==> src/rtl/cap_pkg.sv <==
package cap_pkg;
  localparam int MODE_W = 4;
  localparam logic [MODE_W-1:0] MODE_FALL   = 4'b0100;
  localparam logic [MODE_W-1:0] MODE_RISE   = 4'b0101;
  localparam logic [MODE_W-1:0] MODE_RISE4  = 4'b0110;
  localparam logic [MODE_W-1:0] MODE_RISE16 = 4'b0111;
  localparam int PRE_W = 4;

  function automatic logic is_capture(input logic [MODE_W-1:0] m);
    return m[3:2] == 2'b01;
  endfunction

  // terminal count reached for the selected divide ratio
  function automatic logic pre_fire(input logic [PRE_W-1:0] cnt, input logic div4);
    return div4 ? (cnt[1:0] == 2'b11) : (cnt == {PRE_W{1'b1}});
  endfunction

  function automatic logic [PRE_W-1:0] pre_next(input logic [PRE_W-1:0] cnt, input logic fire);
    return fire ? '0 : cnt + 1'b1;
  endfunction
endpackage

==> src/rtl/cap_edge.sv <==
module cap_edge #(
  parameter int STAGES = 2
) (
  input  logic clk,
  input  logic rst_n,
  input  logic pin_raw,
  output logic rise,
  output logic fall
);
  logic [STAGES-1:0] sync_q;
  logic              hist_q;

  always_ff @(posedge clk or negedge rst_n) begin
    if (!rst_n) begin
      sync_q <= '0;
      hist_q <= 1'b0;
    end else begin
      sync_q <= {sync_q[STAGES-2:0], pin_raw};
      hist_q <= sync_q[STAGES-1];
    end
  end

  assign rise = sync_q[STAGES-1] & ~hist_q;
  assign fall = ~sync_q[STAGES-1] & hist_q;

  assert_edge_exclusive_R1: assert property (@(posedge clk) disable iff (!rst_n)
    $onehot0({rise, fall}));
  assert_rise_one_cycle_R3: assert property (@(posedge clk) disable iff (!rst_n)
    rise |=> !rise);
endmodule

==> src/rtl/cap_prescale.sv <==
module cap_prescale
  import cap_pkg::*;
(
  input  logic clk,
  input  logic rst_n,
  input  logic act,
  input  logic div4,
  input  logic div16,
  input  logic rise,
  output logic fire
);
  logic [PRE_W-1:0] cnt_q;
  logic             counting;

  assign counting = act & (div4 | div16);
  assign fire     = counting & rise & pre_fire(cnt_q, div4);

  always_ff @(posedge clk or negedge rst_n) begin
    if (!rst_n)               cnt_q <= '0;
    else if (!act)            cnt_q <= '0;
    else if (counting && rise) cnt_q <= pre_next(cnt_q, fire);
  end

  assert_clear_when_idle_R7: assert property (@(posedge clk) disable iff (!rst_n)
    !act |=> cnt_q == '0);
  assert_fire_needs_edge_R4: assert property (@(posedge clk) disable iff (!rst_n)
    fire |-> rise && act);
  assert_restart_after_fire_R4: assert property (@(posedge clk) disable iff (!rst_n)
    fire |=> cnt_q == '0);
endmodule

==> src/rtl/cap_hold.sv <==
module cap_hold #(
  parameter int TW = 16
) (
  input  logic          clk,
  input  logic          rst_n,
  input  logic          take,
  input  logic          spur,
  input  logic          clr,
  input  logic [TW-1:0] tmr,
  output logic [TW-1:0] val,
  output logic          flag
);
  logic set_flag;
  assign set_flag = take | spur;

  always_ff @(posedge clk or negedge rst_n) begin
    if (!rst_n) begin
      val  <= '0;
      flag <= 1'b0;
    end else begin
      if (take) val <= tmr;
      if (set_flag)  flag <= 1'b1;
      else if (clr)  flag <= 1'b0;
    end
  end

  assert_load_timer_R1: assert property (@(posedge clk) disable iff (!rst_n)
    take |=> val == $past(tmr));
  assert_flag_on_capture_R5: assert property (@(posedge clk) disable iff (!rst_n)
    take |=> flag);
  assert_flag_sticky_R5: assert property (@(posedge clk) disable iff (!rst_n)
    flag && !clr |=> flag);
  assert_flag_clears_R5: assert property (@(posedge clk) disable iff (!rst_n)
    clr && !set_flag |=> !flag);
  assert_hold_without_take_R6: assert property (@(posedge clk) disable iff (!rst_n)
    !take |=> $stable(val));
endmodule

==> src/rtl/cap_unit.sv <==
module cap_unit
  import cap_pkg::*;
#(
  parameter int TW          = 16,
  parameter int SYNC_STAGES = 2
) (
  input  logic              clk,
  input  logic              rst_n,
  input  logic              en,
  input  logic [MODE_W-1:0] mode,
  input  logic              pin_raw,
  input  logic [TW-1:0]     tmr_val,
  input  logic              flag_clr,
  output logic [TW-1:0]     cap_val,
  output logic              flag
);
  logic              rise, fall, fire;
  logic              act, act_q, take, spur;
  logic [MODE_W-1:0] mode_q;

  assign act = en & is_capture(mode);

  cap_edge #(.STAGES(SYNC_STAGES)) u_edge (
    .clk(clk), .rst_n(rst_n), .pin_raw(pin_raw), .rise(rise), .fall(fall));

  cap_prescale u_pre (
    .clk(clk), .rst_n(rst_n), .act(act),
    .div4(mode == MODE_RISE4), .div16(mode == MODE_RISE16),
    .rise(rise), .fire(fire));

  assign take = act & ((fall & (mode == MODE_FALL)) |
                       (rise & (mode == MODE_RISE)) | fire);

  always_ff @(posedge clk or negedge rst_n) begin
    if (!rst_n) begin
      act_q  <= 1'b0;
      mode_q <= '0;
    end else begin
      act_q  <= act;
      mode_q <= mode;
    end
  end

  // direct move between two capture modes
  assign spur = act & act_q & (mode != mode_q);

  cap_hold #(.TW(TW)) u_hold (
    .clk(clk), .rst_n(rst_n), .take(take), .spur(spur), .clr(flag_clr),
    .tmr(tmr_val), .val(cap_val), .flag(flag));

  assert_idle_no_capture_R7: assert property (@(posedge clk) disable iff (!rst_n)
    !act |=> $stable(cap_val));
  assert_spur_no_load_R8: assert property (@(posedge clk) disable iff (!rst_n)
    spur && !take |=> $stable(cap_val) && flag);
  assert_idle_flag_kept_R7: assert property (@(posedge clk) disable iff (!rst_n)
    !act && !flag_clr |=> flag == $past(flag));
endmodule

==> config.mk <==
export PLATFORM = sky130hd
export DESIGN_NAME = cap_unit
export DESIGN_NICKNAME = d
export VERILOG_FILES = /design/src/rtl/cap_pkg.sv /design/src/rtl/cap_edge.sv /design/src/rtl/cap_prescale.sv /design/src/rtl/cap_hold.sv /design/src/rtl/cap_unit.sv
export SDC_FILE = /design/constraint.sdc
export NUM_CORES = 1
export LEC_CHECK = 0
export CAP_MARGIN = 0
export CELL_PAD_IN_SITES_DETAIL_PLACEMENT = 0
export CELL_PAD_IN_SITES_GLOBAL_PLACEMENT = 2
export CORE_MARGIN = 5
export CORE_UTILIZATION = 31
export DETAILED_ROUTE_END_ITERATION = 8
export HOLD_SLACK_MARGIN = 0.02
export PLACE_DENSITY_LB_ADDON = 0.1
export SLEW_MARGIN = 20
export SYNTH_ARGS = -nofsm -noshare
export SYNTH_HDL_FRONTEND = slang
export SYNTH_SLANG_ARGS = --single-unit
==> constraint.sdc <==
create_clock -name clk -period 3.25 [get_ports clk]
set_clock_uncertainty 0.1 [all_clocks]
set_input_delay 0.975 -clock clk [delete_from_list [all_inputs] [get_ports clk]]
set_output_delay 0.975 -clock clk [all_outputs]
set_load 0.005 [all_outputs]
* Word level (Yosys, flattened, before mapping)
Cells that the tools add are included.
** Word-level totals
- Memory bits (read-only) :: 0
- Memories :: 0
- Input port bits :: 25
- Output and inout port bits :: 17
- Register bits :: 29
- Bits in latches :: 0
- RAM bits :: 0
** Operators by class
- Bitwise operators :: 17
- Shifts and indexed selects :: 0
- Multiplexer cells :: 6
- Multipliers :: 0
- Equal/unequal tests :: 9
- $add $sub $neg :: 1
- Magnitude comparators :: 0
- Div/mod/pow operators :: 0
- Reductions and logical operators :: 2
** Operators with widths (count)
- 4-bit by 3-bit equality test with 1-bit output (second input constant) :: 4
- 4-bit two-way mux :: 3
- 1-bit AND :: 11
- 4-bit by 1-bit adder with 4-bit output (second input constant) :: 1
- 4-bit equality test (second input constant) :: 1
- 4-bit != test :: 1
- 1-bit OR :: 4
- 1-bit two-way mux :: 3
- 2-bit by 1-bit equality test with 1-bit output (second input constant) :: 1
- 2-bit equality test (second input constant) :: 1
- 2-bit by 1-bit != test with 1-bit output (second input constant) :: 1
- 1-bit inverter :: 2
- 2-bit nonzero test :: 1
- 1-bit logical AND :: 1

* Longest topological paths before layout
- Depth after elaboration :: 9
- Mapped depth :: 6

* Cells and area by module
A second synthesis with hierarchy kept.
** Second synthesis, totals
- Cell total of the unflattened synthesis :: 83
- Area total of the unflattened synthesis :: 1253.7 um^2
** Modules (own cells, without submodules)
- cap_hold :: sequential area each 425.4 um^2, area an instance 683.2 um^2, cells each 38, times used 1
- cap_prescale :: sequential area each 100.1 um^2, area an instance 242.7 um^2, cells each 23, times used 1
- cap_unit :: sequential area each 125.1 um^2, area an instance 237.7 um^2, cells each 17, times used 1
- cap_edge :: sequential area each 75.1 um^2, area an instance 90.1 um^2, cells each 5, times used 1

* Worst setup path after synthesis
OpenSTA, ideal clock, no wires.
- Path kind :: input-to-reg
- Start point :: input port mode[0]
- End point :: register u_hold.val[0]
- Stages on the path :: 5
- Setup time :: 125 ps
- Arrival :: 2121 ps
- Slack :: 904 ps
- Buffers on the path :: 1
- Cells stage by stage :: and3b_4 > a32oi_2 > a21oi_4 > buf_12 > mux2_4
** Between the ends
- Longest elaborated chain between the ends :: 7
- Elaborated cells between the ends (all ways) :: 14
** RTL lines
- start: declaration :: RTL line cap_unit.sv:10 : input logic [MODE_W-1:0] mode,
- 4-bit by 3-bit equality test with 1-bit output :: RTL line cap_unit.sv:28 : .div4(mode == MODE_RISE4), .div16(mode == MODE_RISE16),
- 1-bit OR :: RTL line cap_prescale.sv:15 : assign counting = act & (div4 | div16);
- 1-bit AND :: RTL line cap_prescale.sv:15
- 1-bit AND (2 in a row) :: RTL line cap_prescale.sv:16 : assign fire = counting & rise & pre_fire(cnt_q, div4);
- 1-bit OR * :: RTL line cap_unit.sv:32 : (rise & (mode == MODE_RISE)) | fire);
- 1-bit AND * :: RTL line cap_unit.sv:31 : assign take = act & ((fall & (mode == MODE_FALL)) |
- end signal: assignment :: RTL line cap_hold.sv:21 : if (take) val <= tmr;
- end: declaration :: RTL line cap_hold.sv:10 : output logic [TW-1:0] val,
Mark *: on every way between the ends. The rest lies on a longest branch, timed or not.
A chain may end at the register's enable or synchronous reset.

* Worst setup path after layout
- Start point :: input port mode[1]
- End point :: register u_hold.val[10]
The elaborated chain is that of the path after synthesis.

==> results.py <==
metrics = {
    "sta": {
        "setup_tns_ps": 0,
        "finalSetupViolCount": 0,
        "fmaxAchievable_mhz": 381,
        "hold_viol": 0,
        "period_minus_slack_ps": 2630,
        "setup_ws_ps": 625,
        "period_share": 0.808,
        "maxSlewHeadroom": 0.758,
        "rsz0062_at_grt": "false",
        "drv_slew": 0,
        "tightest_slew_ps": 363,
    },
    "placed_design": {
        "dp_hpwl_mm": 1.72,
        "place_area_um2": 1700,
        "gp_congestion": 0.745,
        "placed_cells": 172,
        "dp_slack_ps": 321,
        "port_buffers": 41,
    },
    "global_routing": {
        "grtUsageTotal": 0.0996,
        "antenna_found_initial": 0,
        "grt_pass1_vias": 846,
        "grt_overflow": 0,
        "grt_max_degree": 30,
        "grt_pass1_wl_mm": 3.98,
    },
    "worst_setup_path": {
        "worstSetupPathType": "input pin to flop",
        "critPathMaxStageDelay_ps": 530,
        "crit_required_ps": 3310,
        "r2r-start": "u_pre.cnt_q[0]$_DFFE_PN0P_",
        "start_kind": "input pin",
        "critPathMaxFanout": 17,
        "critical-path-top-delay-family": "buffers and inverters",
        "arrival_ps": 2680,
        "crit_chain": "clkdlybuf4s50_1 -> nor4b_1 -> a31oi_1 -> a21oi_4 -> buf_12 -> mux2_2",
        "path_buf_inv": 2,
        "crit_start": "mode[1]",
        "cpMaxStageDelayCell": "clkdlybuf4s50_1",
        "crit_path_end_kind": "flop",
    },
    "cts": {
        "post_cts_buffers": 0,
        "cts_buffers": 5,
        "cts_sinks": 29,
        "tritoncts": "done",
        "root_buffer": "clkbuf_8",
        "ctsLongestPathBuffers": 2,
        "cts_resized": 0,
        "cts_hold_buffers": 0,
        "worstSkewPairLatency_ps": 270,
        "cts.reportedPaths.clkPinSlew_ps": 60,
        "cts.htree.levels": 2,
    },
    "finish": {
        "drive_gt1_frac": 0.235,
        "multiInputGateArea_um2": 464,
        "final_area_um2": 1810,
        "stdcell_count": 180,
        "area_growth_pct": 48.8,
        "fill_cells": 342,
        "n_antenna_cell": 0,
        "regArea_um2": 726,
        "final_nets": 157,
    },
    "power_and_ir_drop": {
        "combinationalPowerShare": 0.196,
        "switching_share": 0.202,
        "power_frac_clock": 0.374,
        "powerDensity_nw_per_um2": 555,
        "total_leakage_power_nw": 0.783,
        "p_seq_frac": 0.430,
        "intPower_uw": 803,
        "ir_drop_v": 0.000318,
        "p_sw_uw": 203,
        "total_power_mw": 1.01,
    },
    "route": {
        "drc": 0,
        "wl_per_cell_um": 13.4,
        "vias": 810,
        "ant_nets": 0,
        "viasPerCell": 4.50,
        "totalWireLength_mm": 2.41,
        "firstDrtPassIters": 4,
        "drt_iter0_drc": 45,
    },
    "floorplanning": {
        "die-area_um2": 5280,
        "core_um2": 3740,
        "start_util": 0.325,
        "io_pins": 42,
        "die_x_um": 72.7,
        "fp.dieH_um": 72.7,
        "row_count": 22,
    },
    "job": {
        "max_cap_violations": 0,
    },
    "synth": {
        "synthDistinctLibCells": 27,
        "synth_area_um2": 1220,
        "seq_area_frac_synth": 0.596,
        "yosys.area.top_type": "dfrtp_1",
        "async_reset_ff_frac": 1.00,
        "yosys_warnings": 0,
        "avgSynthCellArea_um2": 14.8,
        "synth_top_area_frac": 0.596,
        "synth_enable_flop_cells": 0,
        "yosys-top-cells-area": "dfrtp_1, mux2_4, mux2_2, xnor2_1, a21oi_1",
        "synth_cells": 82,
        "syn_nets": 108,
        "synthFlopType": "dfrtp_1",
        "ys_seq_elements": 29,
    },
    "min_path": {
        "holdCritPathClass": "flop to flop",
        "hp-start": "u_edge.sync_q[0]$_DFF_PN0_",
    },
    "run_status": {
        "status": "complete, no violations",
    },
}
[flip-flops by register name, indices dropped and copies added, names as in the netlist]
register       flops
u_edge.sync_q      2
mode_q             4
u_hold.flag        1
u_hold.val        16
act_q              1
u_pre.cnt_q        4
u_edge.hist_q      1
[routing by layer]
layer / vias up / track usage / part of all wire
li1: 390 / - / -
met1: 385 / 0.131 / 0.46
met2: 31 / 0.140 / 0.44
met3: 4 / 0.0372 / 0.081
met4: 0 / 0.0553 / 0.016
met5: - / 0 / 0
[area by class of cell]
type | count | area share
clock buffer | 7 | 0.0477
clock inverter | 1 | 0.0166
inverter | 2 | 0.00414
multi-input combinational | 50 | 0.256
sequential | 29 | 0.401
tap | 48 | 0.0331
timing repair buffer | 43 | 0.242
[synthesized netlist by cell type, types with 2 or more instances]
library cell / instances
nor2_1: 3
and2b_2: 2
nand2_1: 4
mux2_2: 7
dfrtp_1: 29
inv_1: 2
a21oi_1: 4
xnor2_1: 4
mux2_4: 9
[cells in the final DEF (no fill, tap or decap)]
cell type	n
a21oi_4	1
a21oi_1	4
a311oi_1	1
a311o_1	1
nor4_1	1
and3b_4	1
and3_1	1
nor4b_1	1
nor2b_1	1
o21ai_0	1
clkbuf_8	6
nand4_1	1
inv_1	2
nand3_1	1
ha_1	1
and2b_2	2
nand3b_1	1
bufinv_16	1
and3b_2	1
mux2_2	7
clkbuf_1	1
mux2_4	9
nor3b_1	1
xnor2_1	4
a31oi_1	1
a32oi_2	1
clkdlybuf4s50_1	41
nand2_1	4
dfrtp_1	29
nor2_1	3
buf_12	1
buf_4	1
[per-stage QoR]
step,utilization,hold slack (ps)
floorplan,-,231
global placement,0.453,233
detailed placement,0.453,241
CTS,0.484,256
global route,0.484,267
finish,0.484,252
[cells by family (layout without fill, tap and decap cells)]
| family | after synthesis | in the layout | share of synthesized area |
|---|---|---|---|
| flops | 29 | 29 | 0.596 |
| simple gates | 19 | 19 | 0.0987 |
| mux | 16 | 16 | 0.176 |
| compound gates | 10 | 10 | 0.0678 |
| xor+xnor | 4 | 4 | 0.0288 |
| buf+inv | 3 | 53 | 0.0226 |
| fa+ha+maj | 1 | 1 | 0.0103 |
[power groups by stage]
stage          logic (mW)  clock network (mW)  registers [mW]
2_1_floorplan      0.0632                   0           0.441
3_3_place_gp        0.201                   0           0.438
3_5_place_dp        0.201                   0           0.439
4_1_cts             0.203               0.396           0.433
5_1_grt             0.212               0.408           0.439
6_report            0.198               0.376           0.432
[worst paths after layout]
path	endpoint	slack [ps]	cells past startpoint
worst max-delay path	u_hold.val[10]$_DFFE_PN0P_	620	6
min in group asynchronous	mode_q[2]$_DFF_PN0_	990	2
worst min register to register	u_edge.sync_q[1]$_DFF_PN0_	250	0
max in group asynchronous	u_hold.val[6]$_DFFE_PN0P_	1790	2
worst max register to register	u_hold.val[14]$_DFFE_PN0P_	1350	6
worst min-delay path	u_edge.sync_q[1]$_DFF_PN0_	250	0
[worst reg2reg max path, delay by kind of cell (launching register included)]
kind,cells,cell delay (ps)
and+or+nand+nor,1,220
muxes,1,300
adders and majority gates,1,250
DFF,1,410
AOI/OAI and AO/OA,2,340
buffers and inverters,1,170
(Power assumes the default switching activity.)
